`src/rtl/dmt_pkg.sv`:
```
package dmt_pkg;
    localparam int DATA_W  = 32;
    localparam int ADDR_W  = 5;
    localparam int FRAC_W  = 9;
    localparam int LIM_W   = 31;
    localparam int LO_W    = LIM_W - FRAC_W;
    localparam int HI_W    = 31;
    localparam int CNT_W   = LO_W + HI_W;

    localparam logic [2:0] IDX_LIMIT      = 3'd0;
    localparam logic [2:0] IDX_COUNT      = 3'd1;
    localparam logic [2:0] IDX_LIMIT_KEEP = 3'd2;
    localparam logic [2:0] IDX_RUNCTL     = 3'd3;
    localparam logic [2:0] IDX_MODE       = 3'd4;

    typedef enum logic [1:0] {
        ST_SYS_HELD = 2'd0,
        ST_SYS_FREE = 2'd1,
        ST_USR_HALT = 2'd2,
        ST_USR_RUN  = 2'd3
    } tmode_e;
endpackage

```
`src/rtl/dmt_fsm.sv`:
```
module dmt_fsm
    import dmt_pkg::*;
(
    input  logic clk,
    input  logic rst_n,
    input  logic wr_mode,
    input  logic wr_runctl,
    input  logic wbit,
    output logic sys_mode,
    output logic halted,
    output logic count_en,
    output logic mode_flip
);
    tmode_e state_q, state_d;

    always_ff @(posedge clk) begin
        if (!rst_n) state_q <= ST_SYS_HELD;
        else        state_q <= state_d;
    end

    always_comb begin
        state_d = state_q;
        if (wr_mode) begin
            unique case (state_q)
                ST_SYS_HELD: if (wbit)  state_d = ST_USR_HALT;
                ST_SYS_FREE: if (wbit)  state_d = ST_USR_RUN;
                ST_USR_HALT: if (!wbit) state_d = ST_SYS_HELD;
                ST_USR_RUN:  if (!wbit) state_d = ST_SYS_FREE;
                default:     state_d = ST_SYS_HELD;
            endcase
        end else if (wr_runctl) begin
            unique case (state_q)
                ST_USR_HALT, ST_USR_RUN: state_d = wbit ? ST_USR_HALT : ST_USR_RUN;
                default:                 state_d = state_q;
            endcase
        end
    end

    always_comb begin
        sys_mode = 1'b1;
        halted   = 1'b1;
        count_en = 1'b1;
        unique case (state_q)
            ST_SYS_HELD: begin sys_mode = 1'b1; halted = 1'b1; count_en = 1'b1; end
            ST_SYS_FREE: begin sys_mode = 1'b1; halted = 1'b0; count_en = 1'b1; end
            ST_USR_HALT: begin sys_mode = 1'b0; halted = 1'b1; count_en = 1'b0; end
            ST_USR_RUN:  begin sys_mode = 1'b0; halted = 1'b0; count_en = 1'b1; end
            default:     begin sys_mode = 1'b1; halted = 1'b1; count_en = 1'b1; end
        endcase
        mode_flip = wr_mode && (wbit == sys_mode);
    end
endmodule

```
`src/rtl/dmt_count.sv`:
```
module dmt_count
    import dmt_pkg::*;
#(
    parameter int P_DATA_W = DATA_W,
    parameter int P_LIM_W  = LIM_W,
    parameter int P_FRAC_W = FRAC_W,
    parameter int P_CNT_W  = CNT_W,
    localparam int P_LO_W  = P_LIM_W - P_FRAC_W
)(
    input  logic                clk,
    input  logic                rst_n,
    input  logic                tick,
    input  logic                count_en,
    input  logic                sys_mode,
    input  logic                wr_lim,
    input  logic [P_DATA_W-1:0] lim_wdata,
    input  logic                restart,
    input  logic                clr_reached,
    output logic [P_LIM_W-1:0]  limit_q,
    output logic [P_CNT_W-1:0]  cnt_q,
    output logic                reached_q
);
    logic [P_LIM_W-1:0] lim_norm, lim_eff;
    logic [P_LO_W-1:0]  period;
    logic [P_LO_W:0]    lo_next;
    logic               hit;

    always_comb begin
        lim_norm = (lim_wdata == '0) ? {P_LIM_W{1'b1}} : lim_wdata[P_LIM_W-1:0];
        lim_eff  = (limit_q == '0) ? {P_LIM_W{1'b1}} : limit_q;
        period   = lim_eff[P_LIM_W-1:P_FRAC_W];
        if (period == '0) period = {{(P_LO_W-1){1'b0}}, 1'b1};
        lo_next  = {1'b0, cnt_q[P_LO_W-1:0]} + 1'b1;
        hit      = lo_next >= {1'b0, period};
    end

    always_ff @(posedge clk) begin
        if (!rst_n) begin
            limit_q   <= '0;
            cnt_q     <= '0;
            reached_q <= 1'b0;
        end else begin
            if (wr_lim)      limit_q   <= lim_norm;
            if (clr_reached) reached_q <= 1'b0;
            if (restart) begin
                cnt_q <= '0;
            end else if (tick && count_en) begin
                if (sys_mode) begin
                    if (hit) begin
                        cnt_q     <= '0;
                        reached_q <= 1'b1;
                    end else begin
                        cnt_q <= cnt_q + 1'b1;
                    end
                end else begin
                    cnt_q <= cnt_q + 1'b1;
                end
            end
        end
    end
endmodule

```
`src/rtl/dmt_regif.sv`:
```
module dmt_regif
    import dmt_pkg::*;
#(
    parameter int P_DATA_W = DATA_W,
    parameter int P_ADDR_W = ADDR_W,
    parameter int P_LIM_W  = LIM_W,
    parameter int P_FRAC_W = FRAC_W,
    parameter int P_CNT_W  = CNT_W,
    localparam int P_LO_W  = P_LIM_W - P_FRAC_W
)(
    input  logic                bus_sel,
    input  logic                bus_we,
    input  logic [P_ADDR_W-1:0] bus_addr,
    input  logic                sys_mode,
    input  logic                halted,
    input  logic [P_LIM_W-1:0]  limit_q,
    input  logic [P_CNT_W-1:0]  cnt_q,
    input  logic                reached_q,
    output logic [P_DATA_W-1:0] bus_rdata,
    output logic                wr_lim,
    output logic                wr_lim_rst,
    output logic                wr_runctl,
    output logic                wr_mode,
    output logic                rd_ack
);
    logic [2:0] idx;
    logic       wr;

    always_comb begin
        idx        = bus_addr[P_ADDR_W-1:2];
        wr         = bus_sel && bus_we;
        wr_lim_rst = wr && (idx == IDX_LIMIT);
        wr_lim     = wr_lim_rst || (wr && (idx == IDX_LIMIT_KEEP));
        wr_runctl  = wr && (idx == IDX_RUNCTL);
        wr_mode    = wr && (idx == IDX_MODE);
        rd_ack     = bus_sel && !bus_we && (idx == IDX_LIMIT) && sys_mode;

        bus_rdata = '0;
        case (idx)
            IDX_LIMIT:
                bus_rdata = sys_mode ? {{(P_DATA_W-P_LIM_W){1'b0}}, limit_q}
                                     : {1'b0, cnt_q[P_CNT_W-1:P_LO_W]};
            IDX_COUNT:
                bus_rdata = sys_mode ? {reached_q, cnt_q[P_LO_W-1:0], {P_FRAC_W{1'b0}}}
                                     : {cnt_q[P_LO_W:0], {P_FRAC_W{1'b0}}};
            IDX_RUNCTL: bus_rdata = {{(P_DATA_W-1){1'b0}}, halted};
            IDX_MODE:   bus_rdata = {{(P_DATA_W-1){1'b0}}, !sys_mode};
            default:    bus_rdata = '0;
        endcase
    end
endmodule

```
`src/rtl/dual_mode_timer.sv`:
```
module dual_mode_timer
    import dmt_pkg::*;
#(
    parameter int P_DATA_W = DATA_W,
    parameter int P_ADDR_W = ADDR_W,
    parameter int P_LIM_W  = LIM_W,
    parameter int P_FRAC_W = FRAC_W,
    parameter int P_CNT_W  = CNT_W
)(
    input  logic                clk,
    input  logic                rst_n,
    input  logic                tick,
    input  logic                bus_sel,
    input  logic                bus_we,
    input  logic [P_ADDR_W-1:0] bus_addr,
    input  logic [P_DATA_W-1:0] bus_wdata,
    output logic [P_DATA_W-1:0] bus_rdata,
    output logic                irq
);
    logic                sys_mode, halted, count_en, mode_flip;
    logic                wr_lim, wr_lim_rst, wr_runctl, wr_mode, rd_ack;
    logic [P_LIM_W-1:0]  limit_q;
    logic [P_CNT_W-1:0]  cnt_q;
    logic                reached_q;

    dmt_fsm u_fsm (
        .clk       (clk),
        .rst_n     (rst_n),
        .wr_mode   (wr_mode),
        .wr_runctl (wr_runctl),
        .wbit      (bus_wdata[0]),
        .sys_mode  (sys_mode),
        .halted    (halted),
        .count_en  (count_en),
        .mode_flip (mode_flip)
    );

    dmt_count #(
        .P_DATA_W (P_DATA_W), .P_LIM_W (P_LIM_W),
        .P_FRAC_W (P_FRAC_W), .P_CNT_W (P_CNT_W)
    ) u_count (
        .clk         (clk),
        .rst_n       (rst_n),
        .tick        (tick),
        .count_en    (count_en),
        .sys_mode    (sys_mode),
        .wr_lim      (wr_lim),
        .lim_wdata   (bus_wdata),
        .restart     (wr_lim_rst || rd_ack || mode_flip),
        .clr_reached (rd_ack || mode_flip),
        .limit_q     (limit_q),
        .cnt_q       (cnt_q),
        .reached_q   (reached_q)
    );

    dmt_regif #(
        .P_DATA_W (P_DATA_W), .P_ADDR_W (P_ADDR_W), .P_LIM_W (P_LIM_W),
        .P_FRAC_W (P_FRAC_W), .P_CNT_W (P_CNT_W)
    ) u_regif (
        .bus_sel    (bus_sel),
        .bus_we     (bus_we),
        .bus_addr   (bus_addr),
        .sys_mode   (sys_mode),
        .halted     (halted),
        .limit_q    (limit_q),
        .cnt_q      (cnt_q),
        .reached_q  (reached_q),
        .bus_rdata  (bus_rdata),
        .wr_lim     (wr_lim),
        .wr_lim_rst (wr_lim_rst),
        .wr_runctl  (wr_runctl),
        .wr_mode    (wr_mode),
        .rd_ack     (rd_ack)
    );

    assign irq = reached_q;
endmodule

```
`config.mk`:
```
export PLATFORM = sky130hd
export DESIGN_NAME = dual_mode_timer
export DESIGN_NICKNAME = d
export VERILOG_FILES = /design/src/rtl/dmt_pkg.sv /design/src/rtl/dmt_fsm.sv /design/src/rtl/dmt_count.sv /design/src/rtl/dmt_regif.sv /design/src/rtl/dual_mode_timer.sv
export SDC_FILE = /design/constraint.sdc
export NUM_CORES = 1
export LEC_CHECK = 0
export ABC_AREA = 1
export CORE_ASPECT_RATIO = 0.8
export CORE_MARGIN = 4
export CORE_UTILIZATION = 57
export CTS_CLUSTER_DIAMETER = 30
export DETAILED_ROUTE_END_ITERATION = 10
export PLACE_DENSITY = 0.82
export SYNTH_ARGS = -nofsm -noshare
export SYNTH_HDL_FRONTEND = slang
export SYNTH_HIERARCHICAL = 1
export SYNTH_SLANG_ARGS = --single-unit
```
`constraint.sdc`:
```
create_clock -name clk -period 3.3 [get_ports clk]
set_clock_uncertainty 0.2 [all_clocks]
set_input_delay 0.66 -clock clk [delete_from_list [all_inputs] [get_ports clk]]
set_output_delay 0.66 -clock clk [all_outputs]
set_load 0.02 [all_outputs]
```
# [Word level (Yosys, flattened, before mapping)]
# Cells that the tools add are included.
[word_totals] reg_bits=87 input_bits=42 output_inout_bits=33 elab_cells=75
[classes] addsub=2 order_cmp=1 eq_ne=12 n_mux=25 n_bitwise=1 reduce_logical=30
[op_table] cell="$pmux W32 S4" count=1
[op_table] cell="$mux W53" count=2
[op_table] cell="$mux W31" count=3
[op_table] cell="$add A53 B1 Y53 const B" count=1
[op_table] cell="$logic_not A32 Y1" count=1
[op_table] cell="$mux W32" count=1
[op_table] cell="$logic_not A31 Y1" count=1
[op_table] cell="$add A22 B1 Y23 const B" count=1
[op_table] cell="$ge A23 B22 Y1" count=1
[op_table] cell="$logic_not A22 Y1" count=1
[op_table] cell="$mux W22" count=1
[op_table] cell="$mux W2" count=7
[op_table] cell="$ne A3 B3 Y1 const B" count=4
[op_table] cell="$logic_and A1 B1 Y1" count=10
[op_table] cell="$reduce_or A2 Y1" count=5
[op_table] cell="$pmux W2 S4" count=1
[op_table] cell="$eq A3 B2 Y1 const B" count=2
[op_table] cell="$mux W1" count=6
[op_table] cell="$pmux W1 S2" count=3
[op_table] cell="$reduce_and A6 Y1" count=1
[op_table] cell="$eq A2 B2 Y1 const B" count=2
[op_table] cell="$logic_or A1 B1 Y1" count=4
[op_table] cell="$reduce_bool A2 Y1" count=2
[op_table] cell="$eq A3 B1 Y1 const B" count=1
[op_table] cell="8 further kinds" count=9

# [Logic depth before layout (Yosys ltp)]
[depth] ltp_word=11 mapped_depth=24 depth_no_buf=23

# [Cells and area by module]
# The synthesis kept the hierarchy.
[modules_own_cells] mod="dmt_count" instances=1 cells_per_inst=730 area_per_inst_um2=5054.8 seq_area_each_um2=1701.6
[modules_own_cells] mod="dmt_regif" instances=1 cells_per_inst=194 area_per_inst_um2=828.3 seq_area_each_um2=0.0
[modules_own_cells] mod="dmt_fsm" instances=1 cells_per_inst=18 area_per_inst_um2=108.9 seq_area_each_um2=40.0
[modules_own_cells] mod="dual_mode_timer" instances=1 cells_per_inst=4 area_per_inst_um2=17.5 seq_area_each_um2=0.0

# [Worst setup path after synthesis]
# OpenSTA, ideal clock, no wires.
[synth_timing] path_type="register to register" startpoint="register u_count.limit_q[27]" endpoint="register u_count.cnt_q[47]" setup_ns=0.114 arrival_time_ns=2.739 t_required_ns=2.986 setup_slack_ns=0.246 path_stages_with_launch=23 n_path_buf=3 synth_period_minus_slack_ns=3.054 path_cell_list="dfxtp_1 > or2_2 > nor4_1 > nand3_1 > nor2_1 > buf_2 > buf_4 > nor2_1 > ha_1 > nand2_1 > nor2_1 > nand2_1 > nand2_1 > nand2_1 > nand2_1 > nand2_1 > nand2_1 > nand2_1 > nand2_1 > nand3_2 > nand2_2 > buf_6 > nor2_1"
[synth_via] elab_chain_len=7
[synth_rtl] item="from (decl)" line_no="dmt_count.sv:19" text="output logic [P_LIM_W-1:0] limit_q,"
[synth_rtl] item="from (signal assigned)" line_no="dmt_count.sv:43" text="if (wr_lim) limit_q <= lim_norm;"
[synth_rtl] item="$logic_not A31 Y1" line_no="dmt_count.sv:30" text="lim_eff = (limit_q == '0) ? {P_LIM_W{1'b1}} : limit_q;"
[synth_rtl] item="$mux W31 *" line_no="dmt_count.sv:30"
[synth_rtl] item="$logic_not A22 Y1" line_no="dmt_count.sv:32" text="if (period == '0) period = {{(P_LO_W-1){1'b0}}, 1'b1};"
[synth_rtl] item="$mux W22 *" line_no="dmt_count.sv:32"
[synth_rtl] item="$ge A23 B22 Y1 *" line_no="dmt_count.sv:34" text="hit = lo_next >= {1'b0, period};"
[synth_rtl] item="$mux W53 *" line_no="dmt_count.sv:49" text="if (hit) begin"
[synth_rtl] item="$mux W53 *" line_no="dmt_count.sv:48" text="if (sys_mode) begin"
[synth_rtl] item="to (signal assigned)" line_no="dmt_count.sv:53" text="cnt_q <= cnt_q + 1'b1;"
[synth_rtl] item="to (signal assigned)" line_no="dmt_count.sv:56" text="cnt_q <= cnt_q + 1'b1;"
[synth_rtl] item="to (decl)" line_no="dmt_count.sv:20" text="output logic [P_CNT_W-1:0] cnt_q,"
# Mark *: on every way between the ends. The rest lies on a longest branch, timed or not.
# A chain may end at the register's enable or synchronous reset.

# [Worst setup path in the final report]
[layout_timing] startpoint="register u_count.limit_q[13]" endpoint="register u_count.cnt_q[32]"
# The elaborated chain is that of the path after synthesis.

==> metrics.txt <==
status=complete, but fails checks; violated checks=setup timing; Crit path max-delay family=simple AND/OR/NAND/NOR gates; area occupied by multi-input gates=slightly above 0.004 mm^2; Least-Margin Pin Slew=about 570 ps; CTS Root Cell=clkbuf_16; Critical Path Sink Type=register; Mapped Avg Cell Area=approximately 6.4 um^2; max cap viols=0; DRC viols=0; full die area=~0.012 mm^2; fmax=293 MHz; crit-path max FO=8; WL final=roughly 21000 um; Synth Net Count=~1000; ratio of cells with drive above 1 in the final layout=~18%; YS warnings=6; Min Hold Slack=between 300 and 400 ps; TritonCTS buffer count=9; CP arrival=3460 ps; core area=slightly above 0.01 mm^2; Post-Syn Instances=about 950; gr ovfl total=0; leakage=around 3.8 nW; register area share after synthesis=slightly below 30%; met1 usage=43.6%; Min-Delay Path Class=register to register; register bit total from synthesis=87; initial detailed-routing violation count=about 940; Initial Utilization=roughly three fifths; num rows=33; worst path bufs/invs=4; asr flop ratio synth=0%; Sequential Area=about 0.0018 mm^2; antenna viol nets, final=0; fin nets=around 1100; vias in the first global route=approximately 5600; fin crit period=between 3000 and 4000 ps; n_diodes=0; Max IR drop VDD=about 270 uV; # setup viols final=44; design area=roughly 0.0080 mm^2; Cell Area, Synth=roughly 0.006 mm^2; Worst Setup Start Kind=register; fill count=a little over 700; clk_lat worst skew=350 ps; CTS max path bufs=2; final hold vios=0; DP Area=about 0.0070 mm^2; Slew Limit Fails=0; EDFF count, synth=0; I/O pin count=between 70 and 80; critical path cell sequence=nor2_1, nand2_2, nor4_2, buf_4, nand3_2, nor2_4, buf_6, buf_6, nor2_4, ha_4, nand2_2, nor2_4, nand2_1, nand2_1, nand2_1, nand2_1, nand2_1, nand2_1, nand2_1, nand2_2, nand3_4, nand2_8, clkbuf_16, nor2_4; Unique masters post-synth=36; # hold bufs at CTS=0; DRT Pass-1 Iters=8; CTS Sinks=slightly below 90; clk slew on worst S/H paths=about 70 ps; global-route wire length before repair=28500 um; Worst EP required=3340 ps; PnR Total Power=~3.0 mW; H-tree lvl count=3; critical path type=register to register; Most Crowded Layer GR=met2; Via Count=approximately 7000; PnR worst setup slack=-119 ps; fin crit share=104%; GR Util All Layers=slightly below 30%; headroom to the max-slew limit=61.9%; CTS tree=done; P per Cell Area=368 mW/mm^2; Port Buffers=about 70; Final Wtd Congestion=0.999; RSZ-0062 raised after global routing=yes; Max stage delay cell, worst path=dfxtp_1; CP dominant cell by count=nand2_1; pin count of the biggest net entering global routing=63; DP Wirelength=~13000 um; met2 usage=between 40% and 50%; DR WL/cell=17.4 um; Vert. Die Dim=99.8 um; met3 Usage GRT=about 4.8%; initial antenna violation count=0; P&R area growth vs syn=33.4%; vias per cell=a little under 6; CP peak stage delay=approximately 310 ps; top_reg_cell synth=dfxtp_1; Die X=about 120 um
final cells by class:
class | instances | area share (%)
Sequential cell | 87 | 22.0
Inverter | 98 | 4.62
Timing Repair Buffer | 128 | 16.7
Clock inverter | 4 | 0.952
Tap cell | 140 | 2.19
Clock buffer | 12 | 3.20
Multi-Input combinational cell | 724 | 50.4
power by group:
part | leakage [nW] | switching, mW | internal, mW
logic | 2.89 | 0.400 | 0.322
registers | 0.708 | 0.0265 | 1.07
clock network | 0.159 | 0.424 | 0.708
sequential cells by signal (all words and copies together), names as in the netlist:
register and count:
u_count/cnt_q 53, u_fsm/state_q 2, u_count/reached_q 1, u_count/limit_q 31
per-layer routing:
| layer | vias to the layer above | wire, um |
|---|---|---|
| li1 | 3241 | - |
| met1 | 3144 | 8140 |
| met2 | 507 | 9190 |
| met3 | 88 | 2680 |
| met4 | 0 | 735 |
| met5 | - | 0 |
kinds of logic (layout without fill, tap and decap cells):
family | count (synthesis) | in the layout | synth area share, %
simple gates | 546 | 546 | 39.7
buf+inv | 135 | 242 | 9.89
compound gates | 107 | 107 | 9.68
flops | 87 | 87 | 29.0
xor+xnor | 48 | 48 | 7.00
fa+ha+maj | 23 | 23 | 4.79
synth_stat cells, drive strengths merged (19+ instances only):
library cell / instances / area share (%)
a31oi: 31 / 3.2
nand2: 299 / 19
ha: 23 / 4.8
nor2: 149 / 10
dfxtp: 87 / 29
xor2: 33 / 4.8
nand4: 32 / 3.3
inv: 98 / 6.2
buf: 19 / 2.6
a21oi: 34 / 2.8
nor3: 21 / 2.2
o21ai: 39 / 3.2
nand3: 26 / 2.6
path summary, 6_finish.rpt:
check        slack, ps  cells past startpoint                start                end
min reg2reg        320                      2    u_count/cnt_q[15]  u_count/cnt_q[15]
min                320                      2    u_count/cnt_q[15]  u_count/cnt_q[15]
max reg2reg       -120                     24  u_count/limit_q[13]  u_count/cnt_q[32]
max               -120                     24  u_count/limit_q[13]  u_count/cnt_q[32]
tightest hold or removal path, cell delays in order, from the launching register on:
cell	delay, ps
dfxtp_1	350
nand2_1	70
a21oi_1	60
cells in the final DEF, fill, tap and decap left out, types with 12 or more instances in the layout:
cell / count
buf_4: 39
dlymetal6s2s_1: 20
xor2_1: 31
nor3_1: 16
nor2_2: 32
a21oi_1: 29
dfxtp_1: 81
nand2_1: 280
nand2_2: 16
xnor2_1: 15
nand3_1: 17
a31oi_1: 31
nand4_1: 32
inv_1: 88
ha_1: 16
nor2_4: 14
clkbuf_16: 12
clkdlybuf4s50_1: 52
o21ai_0: 38
nor2_1: 102
repair_timing:
| item | in CTS | in global routing |
|---|---|---|
| resized for setup | 1 | 130 |
| setup endpoints to repair | 17 | 74 |
| cloned | 0 | 7 |
| buffers inserted | 0 | 15 |
| pin swaps | 0 | 36 |
stage by stage:
step	instances	setup TNS (ps)	setup WS [ps]	util, %
after global routing	1193	-11270	-271	77.9
final	1193	-3330	-119	77.9
after floorplan	946	0	246	-
after detailed placement	1155	-50.2	-12.3	68.0
after CTS	1171	0	1.52	71.3
after global placement	1155	0	28.8	68.0
Power figures use the tool's default switching activity.
